[src/rtl/gpio_irq_pkg.sv]
package gpio_irq_pkg;
  localparam int unsigned OFF_W = 6;

  localparam logic [OFF_W-1:0] OFF_MSTAT   = 6'h00;
  localparam logic [OFF_W-1:0] OFF_RSTAT   = 6'h04;
  localparam logic [OFF_W-1:0] OFF_MASKSET = 6'h08;
  localparam logic [OFF_W-1:0] OFF_MASKCLR = 6'h0C;
  localparam logic [OFF_W-1:0] OFF_DIR     = 6'h10;
  localparam logic [OFF_W-1:0] OFF_OUT     = 6'h14;
  localparam logic [OFF_W-1:0] OFF_IN      = 6'h18;
  localparam logic [OFF_W-1:0] OFF_STKSET  = 6'h20;
  localparam logic [OFF_W-1:0] OFF_STKCLR  = 6'h24;
endpackage

[src/rtl/gpio_sync.sv]
module gpio_sync #(
  parameter int unsigned WIDTH  = 32,
  parameter int unsigned STAGES = 2
) (
  input  logic             clk_i,
  input  logic             rst_ni,
  input  logic [WIDTH-1:0] d_i,
  output logic [WIDTH-1:0] q_o
);
  logic [WIDTH-1:0] stage_q [STAGES];

  always_ff @(posedge clk_i or negedge rst_ni) begin
    if (!rst_ni) begin
      for (int s = 0; s < STAGES; s++) stage_q[s] <= '0;
    end else begin
      stage_q[0] <= d_i;
      for (int s = 1; s < STAGES; s++) stage_q[s] <= stage_q[s-1];
    end
  end

  assign q_o = stage_q[STAGES-1];
endmodule

[src/rtl/gpio_bank.sv]
module gpio_bank
  import gpio_irq_pkg::*;
#(
  parameter int unsigned BANK_W = 8
) (
  input  logic              clk_i,
  input  logic              rst_ni,
  input  logic              wr_i,
  input  logic [OFF_W-1:0]  off_i,
  input  logic [BANK_W-1:0] wbyte_i,
  input  logic [BANK_W-1:0] lvl_i,
  output logic [BANK_W-1:0] raw_o,
  output logic [BANK_W-1:0] mask_o,
  output logic [BANK_W-1:0] dir_o,
  output logic [BANK_W-1:0] out_o,
  output logic [BANK_W-1:0] sticky_o
);
  logic [BANK_W-1:0] mask_q, dir_q, out_q, sticky_q, latch_q;
  logic [BANK_W-1:0] clr_vec;

  assign clr_vec = (wr_i && off_i == OFF_RSTAT) ? wbyte_i : '0;

  always_ff @(posedge clk_i or negedge rst_ni) begin
    if (!rst_ni) begin
      mask_q   <= '1;
      dir_q    <= '1;
      out_q    <= '0;
      sticky_q <= '0;
    end else if (wr_i) begin
      unique case (off_i)
        OFF_MASKSET: mask_q   <= mask_q | wbyte_i;
        OFF_MASKCLR: mask_q   <= mask_q & ~wbyte_i;
        OFF_DIR:     dir_q    <= wbyte_i;
        OFF_OUT:     out_q    <= wbyte_i;
        OFF_STKSET:  sticky_q <= sticky_q | wbyte_i;
        OFF_STKCLR:  sticky_q <= sticky_q & ~wbyte_i;
        default: ;
      endcase
    end
  end

  // clear wins over a simultaneous level; the latch re-arms next cycle
  always_ff @(posedge clk_i or negedge rst_ni) begin
    if (!rst_ni) latch_q <= '0;
    else         latch_q <= sticky_q & ~clr_vec & (latch_q | lvl_i);
  end

  assign raw_o    = (sticky_q & latch_q) | (~sticky_q & lvl_i);
  assign mask_o   = mask_q;
  assign dir_o    = dir_q;
  assign out_o    = out_q;
  assign sticky_o = sticky_q;

  AST_STICKY_HOLD: assert property (@(posedge clk_i) disable iff (!rst_ni)
    1'b1 |=> ((($past(latch_q & sticky_q & ~clr_vec)) & ~latch_q) == '0));
  AST_CLEAR_WINS: assert property (@(posedge clk_i) disable iff (!rst_ni)
    (wr_i && off_i == OFF_RSTAT) |=> ((latch_q & $past(wbyte_i)) == '0));
  AST_MASK_SET: assert property (@(posedge clk_i) disable iff (!rst_ni)
    (wr_i && off_i == OFF_MASKSET) |=> ((mask_q & $past(wbyte_i)) == $past(wbyte_i)));
  AST_MASK_CLR: assert property (@(posedge clk_i) disable iff (!rst_ni)
    (wr_i && off_i == OFF_MASKCLR) |=> ((mask_q & $past(wbyte_i)) == '0));
  AST_STICKY_SET: assert property (@(posedge clk_i) disable iff (!rst_ni)
    (wr_i && off_i == OFF_STKSET) |=> ((sticky_q & $past(wbyte_i)) == $past(wbyte_i)));
endmodule

[src/rtl/gpio_irq_ctrl.sv]
module gpio_irq_ctrl
  import gpio_irq_pkg::*;
#(
  parameter int unsigned NUM_BANKS = 4,
  parameter int unsigned BANK_W    = 8,
  parameter int unsigned DATA_W    = 32,
  parameter int unsigned SYNC_STG  = 2,
  localparam int unsigned NUM_PINS = NUM_BANKS * BANK_W,
  localparam int unsigned SEL_W    = (NUM_BANKS > 1) ? $clog2(NUM_BANKS) : 1,
  localparam int unsigned ADDR_W   = OFF_W + SEL_W
) (
  input  logic                clk_i,
  input  logic                rst_ni,
  input  logic [ADDR_W-1:0]   addr_i,
  input  logic                we_i,
  input  logic [DATA_W-1:0]   wdata_i,
  input  logic                re_i,
  output logic [DATA_W-1:0]   rdata_o,
  input  logic [NUM_PINS-1:0] pin_i,
  output logic [NUM_PINS-1:0] pin_o,
  output logic [NUM_PINS-1:0] pin_oe_o,
  output logic                irq_o
);
  logic [NUM_PINS-1:0] lvl;
  logic [SEL_W-1:0]    sel;
  logic [OFF_W-1:0]    off;
  logic [BANK_W-1:0]   raw_b [NUM_BANKS];
  logic [BANK_W-1:0]   mask_b [NUM_BANKS];
  logic [BANK_W-1:0]   dir_b [NUM_BANKS];
  logic [BANK_W-1:0]   out_b [NUM_BANKS];
  logic [BANK_W-1:0]   stk_b [NUM_BANKS];
  logic [NUM_BANKS-1:0] bank_irq;
  logic [BANK_W-1:0]   rbyte;
  logic [DATA_W-1:0]   rdata_q;

  assign sel = addr_i[ADDR_W-1:OFF_W];
  assign off = addr_i[OFF_W-1:0];

  gpio_sync #(.WIDTH(NUM_PINS), .STAGES(SYNC_STG)) i_sync (
    .clk_i (clk_i),
    .rst_ni(rst_ni),
    .d_i   (pin_i),
    .q_o   (lvl)
  );

  for (genvar b = 0; b < NUM_BANKS; b++) begin : g_bank
    gpio_bank #(.BANK_W(BANK_W)) i_bank (
      .clk_i   (clk_i),
      .rst_ni  (rst_ni),
      .wr_i    (we_i && sel == SEL_W'(b)),
      .off_i   (off),
      .wbyte_i (wdata_i[BANK_W-1:0]),
      .lvl_i   (lvl[b*BANK_W +: BANK_W]),
      .raw_o   (raw_b[b]),
      .mask_o  (mask_b[b]),
      .dir_o   (dir_b[b]),
      .out_o   (out_b[b]),
      .sticky_o(stk_b[b])
    );
    assign pin_o[b*BANK_W +: BANK_W]    = out_b[b];
    assign pin_oe_o[b*BANK_W +: BANK_W] = ~dir_b[b];
    assign bank_irq[b] = |(raw_b[b] & ~mask_b[b]);
  end

  always_comb begin
    rbyte = '0;
    unique case (off)
      OFF_MSTAT:   rbyte = raw_b[sel] & ~mask_b[sel];
      OFF_RSTAT:   rbyte = raw_b[sel];
      OFF_MASKSET: rbyte = mask_b[sel];
      OFF_DIR:     rbyte = dir_b[sel];
      OFF_OUT:     rbyte = out_b[sel];
      OFF_IN:      rbyte = lvl[sel*BANK_W +: BANK_W];
      OFF_STKSET:  rbyte = stk_b[sel];
      default:     rbyte = '0;
    endcase
  end

  always_ff @(posedge clk_i or negedge rst_ni) begin
    if (!rst_ni)   rdata_q <= '0;
    else if (re_i) rdata_q <= DATA_W'(rbyte);
    else           rdata_q <= '0;
  end

  assign rdata_o = rdata_q;
  assign irq_o   = |bank_irq;

  AST_RDATA_IDLE: assert property (@(posedge clk_i) disable iff (!rst_ni)
    !re_i |=> (rdata_o == '0));
  AST_RDATA_BYTE: assert property (@(posedge clk_i) disable iff (!rst_ni)
    1'b1 |=> (rdata_o[DATA_W-1:BANK_W] == '0));
endmodule

[config.mk]
export PLATFORM = sky130hd
export DESIGN_NAME = gpio_irq_ctrl
export DESIGN_NICKNAME = d
export VERILOG_FILES = /design/src/rtl/gpio_irq_pkg.sv /design/src/rtl/gpio_sync.sv /design/src/rtl/gpio_bank.sv /design/src/rtl/gpio_irq_ctrl.sv
export SDC_FILE = /design/constraint.sdc
export NUM_CORES = 1
export LEC_CHECK = 0
export BUFFER_PORTS_ARGS = -buffer_cell sky130_fd_sc_hd__buf_2
export CORE_MARGIN = 5
export CORE_UTILIZATION = 25
export CTS_BUF_LIST = sky130_fd_sc_hd__clkbuf_4 sky130_fd_sc_hd__clkbuf_8
export CTS_CLUSTER_SIZE = 40
export DETAILED_ROUTE_END_ITERATION = 8
export GPL_TIMING_DRIVEN = 0
export PLACE_DENSITY_LB_ADDON = 0.25
export SLEW_MARGIN = 25
export SYNTH_ARGS = -nofsm -noshare
export SYNTH_HDL_FRONTEND = slang
export SYNTH_HIERARCHICAL = 1
export SYNTH_SLANG_ARGS = --single-unit
[constraint.sdc]
create_clock -name clk_i -period 1.5 [get_ports clk_i]
set_input_delay 0.225 -clock clk_i [delete_from_list [all_inputs] [get_ports clk_i]]
set_output_delay 0.225 -clock clk_i [all_outputs]
set_load 0.005 [all_outputs]
# Word-level counts from Yosys, hierarchy flattened
# Cells that the tools add are included.
[word_totals]
reg_bits = 256
elab_cells = 158
inputBits = 76
out_inout_bits = 97
[op_classes]
reduce_logical = 29
magnitude_cmp = 1
n_mux = 29
bitwise_logic = 64
n_eq_ne = 11
n_shift = 1
[op_table]
columns = ["cell", "n"]
rows = [
  ["bitwise AND 8 bit", 29],
  ["inverter 8 bit", 18],
  ["OR 8 bit", 16],
  ["case mux 8 bit (2 select lines)", 8],
  ["2-to-1 mux 8 bit", 15],
  ["binary-select mux 8 bit (select 2 bit)", 5],
  ["case mux 8 bit (7 select lines)", 1],
  ["AND reduction 2 bit", 16],
  ["OR reduction 32 bit", 1],
  ["indexed part select 32 x 6 -> 8 bit", 1],
  ["== test 6 x 5 -> 1 bit, second input constant", 3],
  ["== test 6 x 4 -> 1 bit, second input constant", 2],
  ["== test 6 bit, second input constant", 2],
  ["logical AND 1 bit", 8],
  ["== test 6 x 3 -> 1 bit, second input constant", 1],
  ["logical NOT 6 bit", 1],
  ["== test 2 bit, second input constant", 2],
  ["nonzero test 2 bit", 2],
  [">= comparator 3 bit, second input constant", 1],
  ["inverter 2 -> 3 bit", 1],
  ["== test 2 x 1 -> 1 bit, second input constant", 1],
  ["logical NOT 2 bit", 1],
]

# Depth between registers and ports, before layout
[depth]
depth_word = 9
mapped_depth = 9

# Cells and area by module
# The synthesis kept the hierarchy.
[modules_own_cells]
columns = ["mod", "seq_area_each_um2", "area_per_inst_um2", "cells_per_inst", "instances"]
rows = [
  ["gpio_bank", 1021.0, 1760.4, 131, 4],
  ["gpio_irq_ctrl", 200.2, 2411.1, 254, 1],
  ["gpio_sync", 1601.5, 1841.8, 96, 1],
]

# Worst setup path after synthesis
# OpenSTA, ideal clock, no wires.
[synth_timing]
kind = "input -> register"
from = "input addr_i[7]"
to = "register (tool-made name)"
arrival_time_ps = 1849
setup_slack_ps = -481
path_stages = 8
t_required_ps = 1368
path_cell_list = "buf_2 buf_2 buf_2 nor3b_1 nor4b_4 and2_2 buf_4 a31oi_1"
[synth_lines]
columns = ["item", "line_no", "text"]
rows = [
  ["from (decl)", "gpio_irq_ctrl.sv:14", "input logic [ADDR_W-1:0] addr_i,"],
]

==> flow_metrics.py <==
metrics = {
    "outcome": {
        "run_status": "complete, but fails checks",
        "failed_checks": "negative setup slack",
    },
    "layout": {
        "antenna_cells": 0,
        "finish.utilization": 0.335,
        "area_delta_synth_final_pct": 31.9,
        "final_layout_size_suffix_gt1_frac": 0.574,
        "final_net_count": 1180,
    },
    "power": {
        "fin_total_pwr_w": 0.0158,
        "vdd.ir_drop.worst_mv": 0.540,
        "cellLeakagePower_nw": 6.54,
        "p_per_area_nw_per_um2": 1060,
    },
    "setup_path": {
        "critPathArrivalTime_ns": 2.17,
        "rr_worst_depth": 5,
        "end_kind": "output pin",
        "crit_path_start_kind": "flop",
        "crit_type": "flop to output pin",
        "critPathRequiredTime_ns": 1.27,
        "rrSetupSlack_ns": -0.22,
        "worstPathMaxFanout": 4,
        "timing.rr.end": "rdata_o[4]",
        "crit_end": "irq_o",
    },
    "yosys": {
        "synth.cell_area_um2": 11300,
        "yosys_warnings": 6,
        "number_of_enable_flip_flop_cells_after_synthesis": 0,
        "async_flop_share": 1.00,
        "synth_ff_type": "dfrtp_1",
        "synthesized_flop_and_latch_total": 232,
        "fraction_of_the_yosys_area_taken_by_sequential_cells": 0.521,
        "post_synth_num_cell_types": 40,
        "postSynthCellCount": 874,
        "syn_avg_cell_area_um2": 12.9,
    },
    "floorplan": {
        "io-pin-count": 173,
        "design.core.area_um2": 44400,
        "floorplan.die_area_um2": 49500,
        "core.rowCount": 77,
        "horizontal_die_dimension_um": 223,
        "start_util": 0.254,
        "die_y_um": 223,
    },
    "clock_network": {
        "tritoncts": "done",
        "number_of_buffers_created_by_cts": 43,
        "cts_sinks": 232,
        "cts.path.max_buffers": 3,
        "clk-insertion-delay-late_ns": 0.58,
        "buffer_type_at_the_clock_tree_root": "clkbuf_8",
        "clk_pin_slew_ns": 0.06,
        "cts.htree.levels": 2,
    },
    "route": {
        "wl_met3_um": 2410,
        "viasPerCell": 4.88,
        "drt_drc_violations_left": 0,
        "detailroute.wirelength.met2_um": 18800,
        "drt.antenna.violating_nets": 0,
        "detailroute.via_count": 8442,
        "dr.pass1.iters": 6,
        "top_layer_used": "met5",
        "totalWireLength_um": 40000,
        "drt-initial-drc-count": 533,
        "route.layer.met1.wl_um": 17500,
        "wire_per_inst_um": 23.1,
    },
    "grt": {
        "grt_first_pass_wirelength_um": 59000,
        "grt.overflow.total": 0,
        "grt_start_max_net_pins": 89,
        "number_of_global_route_vias_before_repair": 8790,
        "groute.usage.overall": 0.156,
        "antenna_violations_before_repair": 1,
    },
    "placed_design": {
        "numPortBuffers": 122,
        "post-dp-hpwl_um": 27700,
        "place_congestion": 0.929,
    },
    "timing": {
        "final_hold_violating_endpoints": 0,
        "timing.final.crit_period_ns": 2.40,
        "worst_pin_slew_ns": 0.683,
        "timing.final.setup_violations": 22,
        "relSlewSlack": 0.544,
        "setup_ws_ns": -0.895,
        "final-max-slew-violation-count": 0,
        "grt_setup_unrepaired": "yes",
        "fin_worst_skew_ns": 0.0343,
        "hold_ws_ns": 0.172,
        "timing.final.crit_share": 1.60,
        "maxClockFrequency_mhz": 417,
    },
    "min_path": {
        "holdCritPathClass": "input port to flop",
    },
    "run": {
        "max_cap_viol_count": 0,
    },
}
==> kinds of logic after synthesis <==
kind of cell | share of synthesized area
buffers and inverters | 0.0824
AND/OR/NAND/NOR | 0.0799
multiplexers | 0.226
flip-flops | 0.521
AO/OA/AOI/OAI | 0.0905
other | 0.000332
==> power breakdown <==
group	total, W	switching, W	internal (W)
clock network	0.00671	0.00279	0.00391
registers	0.00702	0.000320	0.00670
logic	0.00204	0.00104	0.000997
==> per-stage QoR <==
stage                     instances  cell area [um^2]  setup TNS (ns)  setup slack, ns
after floorplan                 897             11600          -23.57           -0.282
after global placement         1611             12900         -965.41            -4.16
after detailed placement       1613             13000         -107.66            -1.11
after CTS                      1728             14700           -3.74           -0.962
after global routing           1729             14900           -4.01           -0.978
final                          1729             14900           -2.30           -0.895
==> layout by cell type, fill, tap and decap left out, drive strengths merged, types with 4 or more instances in the layout <==
cell type,n
nand3,10
inv,65
and4b,6
o22ai,17
conb,24
a22oi,16
mux2,129
nor2b,5
dfrtp,168
clkinv,7
clkbuf,73
nand2b,7
buf,220
dfstp,64
mux4,48
nor4b,8
a21oi,32
o21ai,32
nor2,13
nand2,17
and2,13
nor4,4
a41oi,7
nor3b,9
dlygate4sd3,33
a31oi,65
nand4,33
==> routing by layer <==
metal  GRT usage  vias up
li1            -     3656
met1       0.214     4387
met2       0.251      326
met3      0.0282       71
met4      0.0534        2
met5           0        -
==> worst min-delay path by stage <==
stage / startpoint / endpoint / slack, ns / depth (start not counted)
floorplan: rst_ni / asynchronous set/reset pin / -0.07 / 0
global placement: pin_i[30] / i_sync/stage_q[62] / 0.33 / 1
detailed placement: rst_ni / i_sync/q_o[2] / 0.22 / 1
CTS: wdata_i[6] / g_bank[3].i_bank/latch_q[6] / 0.15 / 2
global route: re_i / rdata_o[6] / 0.16 / 3
finish: wdata_i[6] / g_bank[3].i_bank/latch_q[6] / 0.17 / 2
==> worst max-delay path, stage by stage, from the launching register on <==
cell     delay, ns
dfrtp_1       0.42
mux2_4        0.35
inv_2         0.06
o22ai_2       0.07
nor4_2        0.26
nand4_1       0.24
buf_2         0.20
==> Yosys cell counts (6+ instances only) <==
cell,instances,area (um^2)
and4b_1,6,60.1
dfrtp_1,168,4200
nand3_1,10,50.1
a31oi_1,65,407
mux4_2,43,968
o21ai_0,32,160
a41oi_1,7,61.3
nand4_1,33,206
buf_2,6,30.0
mux2_2,128,1440
clkbuf_1,7,26.3
a21oi_1,32,160
buf_4,66,495
nand2b_1,7,43.8
nand2_1,13,48.8
dfstp_2,64,1680
buf_1,12,45.0
a22oi_1,16,120
buf_6,7,78.8
and2_1,9,56.3
inv_1,64,240
o22ai_1,17,106
nor2_1,13,48.8
==> layout make-up <==
class                           instances  area (um^2)
Clock buffer                           65          832
Tap cell                              592          741
Fill cell                            4419        29500
Inverter                               64          240
Sequential cell                       232         5890
Buffer                                 64          544
Multi-Input combinational cell        502         5010
Timing Repair Buffer                  197         1510
Clock inverter                         13          130
==> timing repair <==
| action | 4_1_cts | 5_1_grt |
|---|---|---|
| pin swaps | 21 | 13 |
| resized for setup | 119 | 45 |
| hold buffers | 33 | 0 |
| endpoints found under the hold margin | 94 | 0 |
| buffers inserted | 34 | 7 |
| setup endpoints to repair | 113 | 91 |
(Power assumes the default switching activity.)
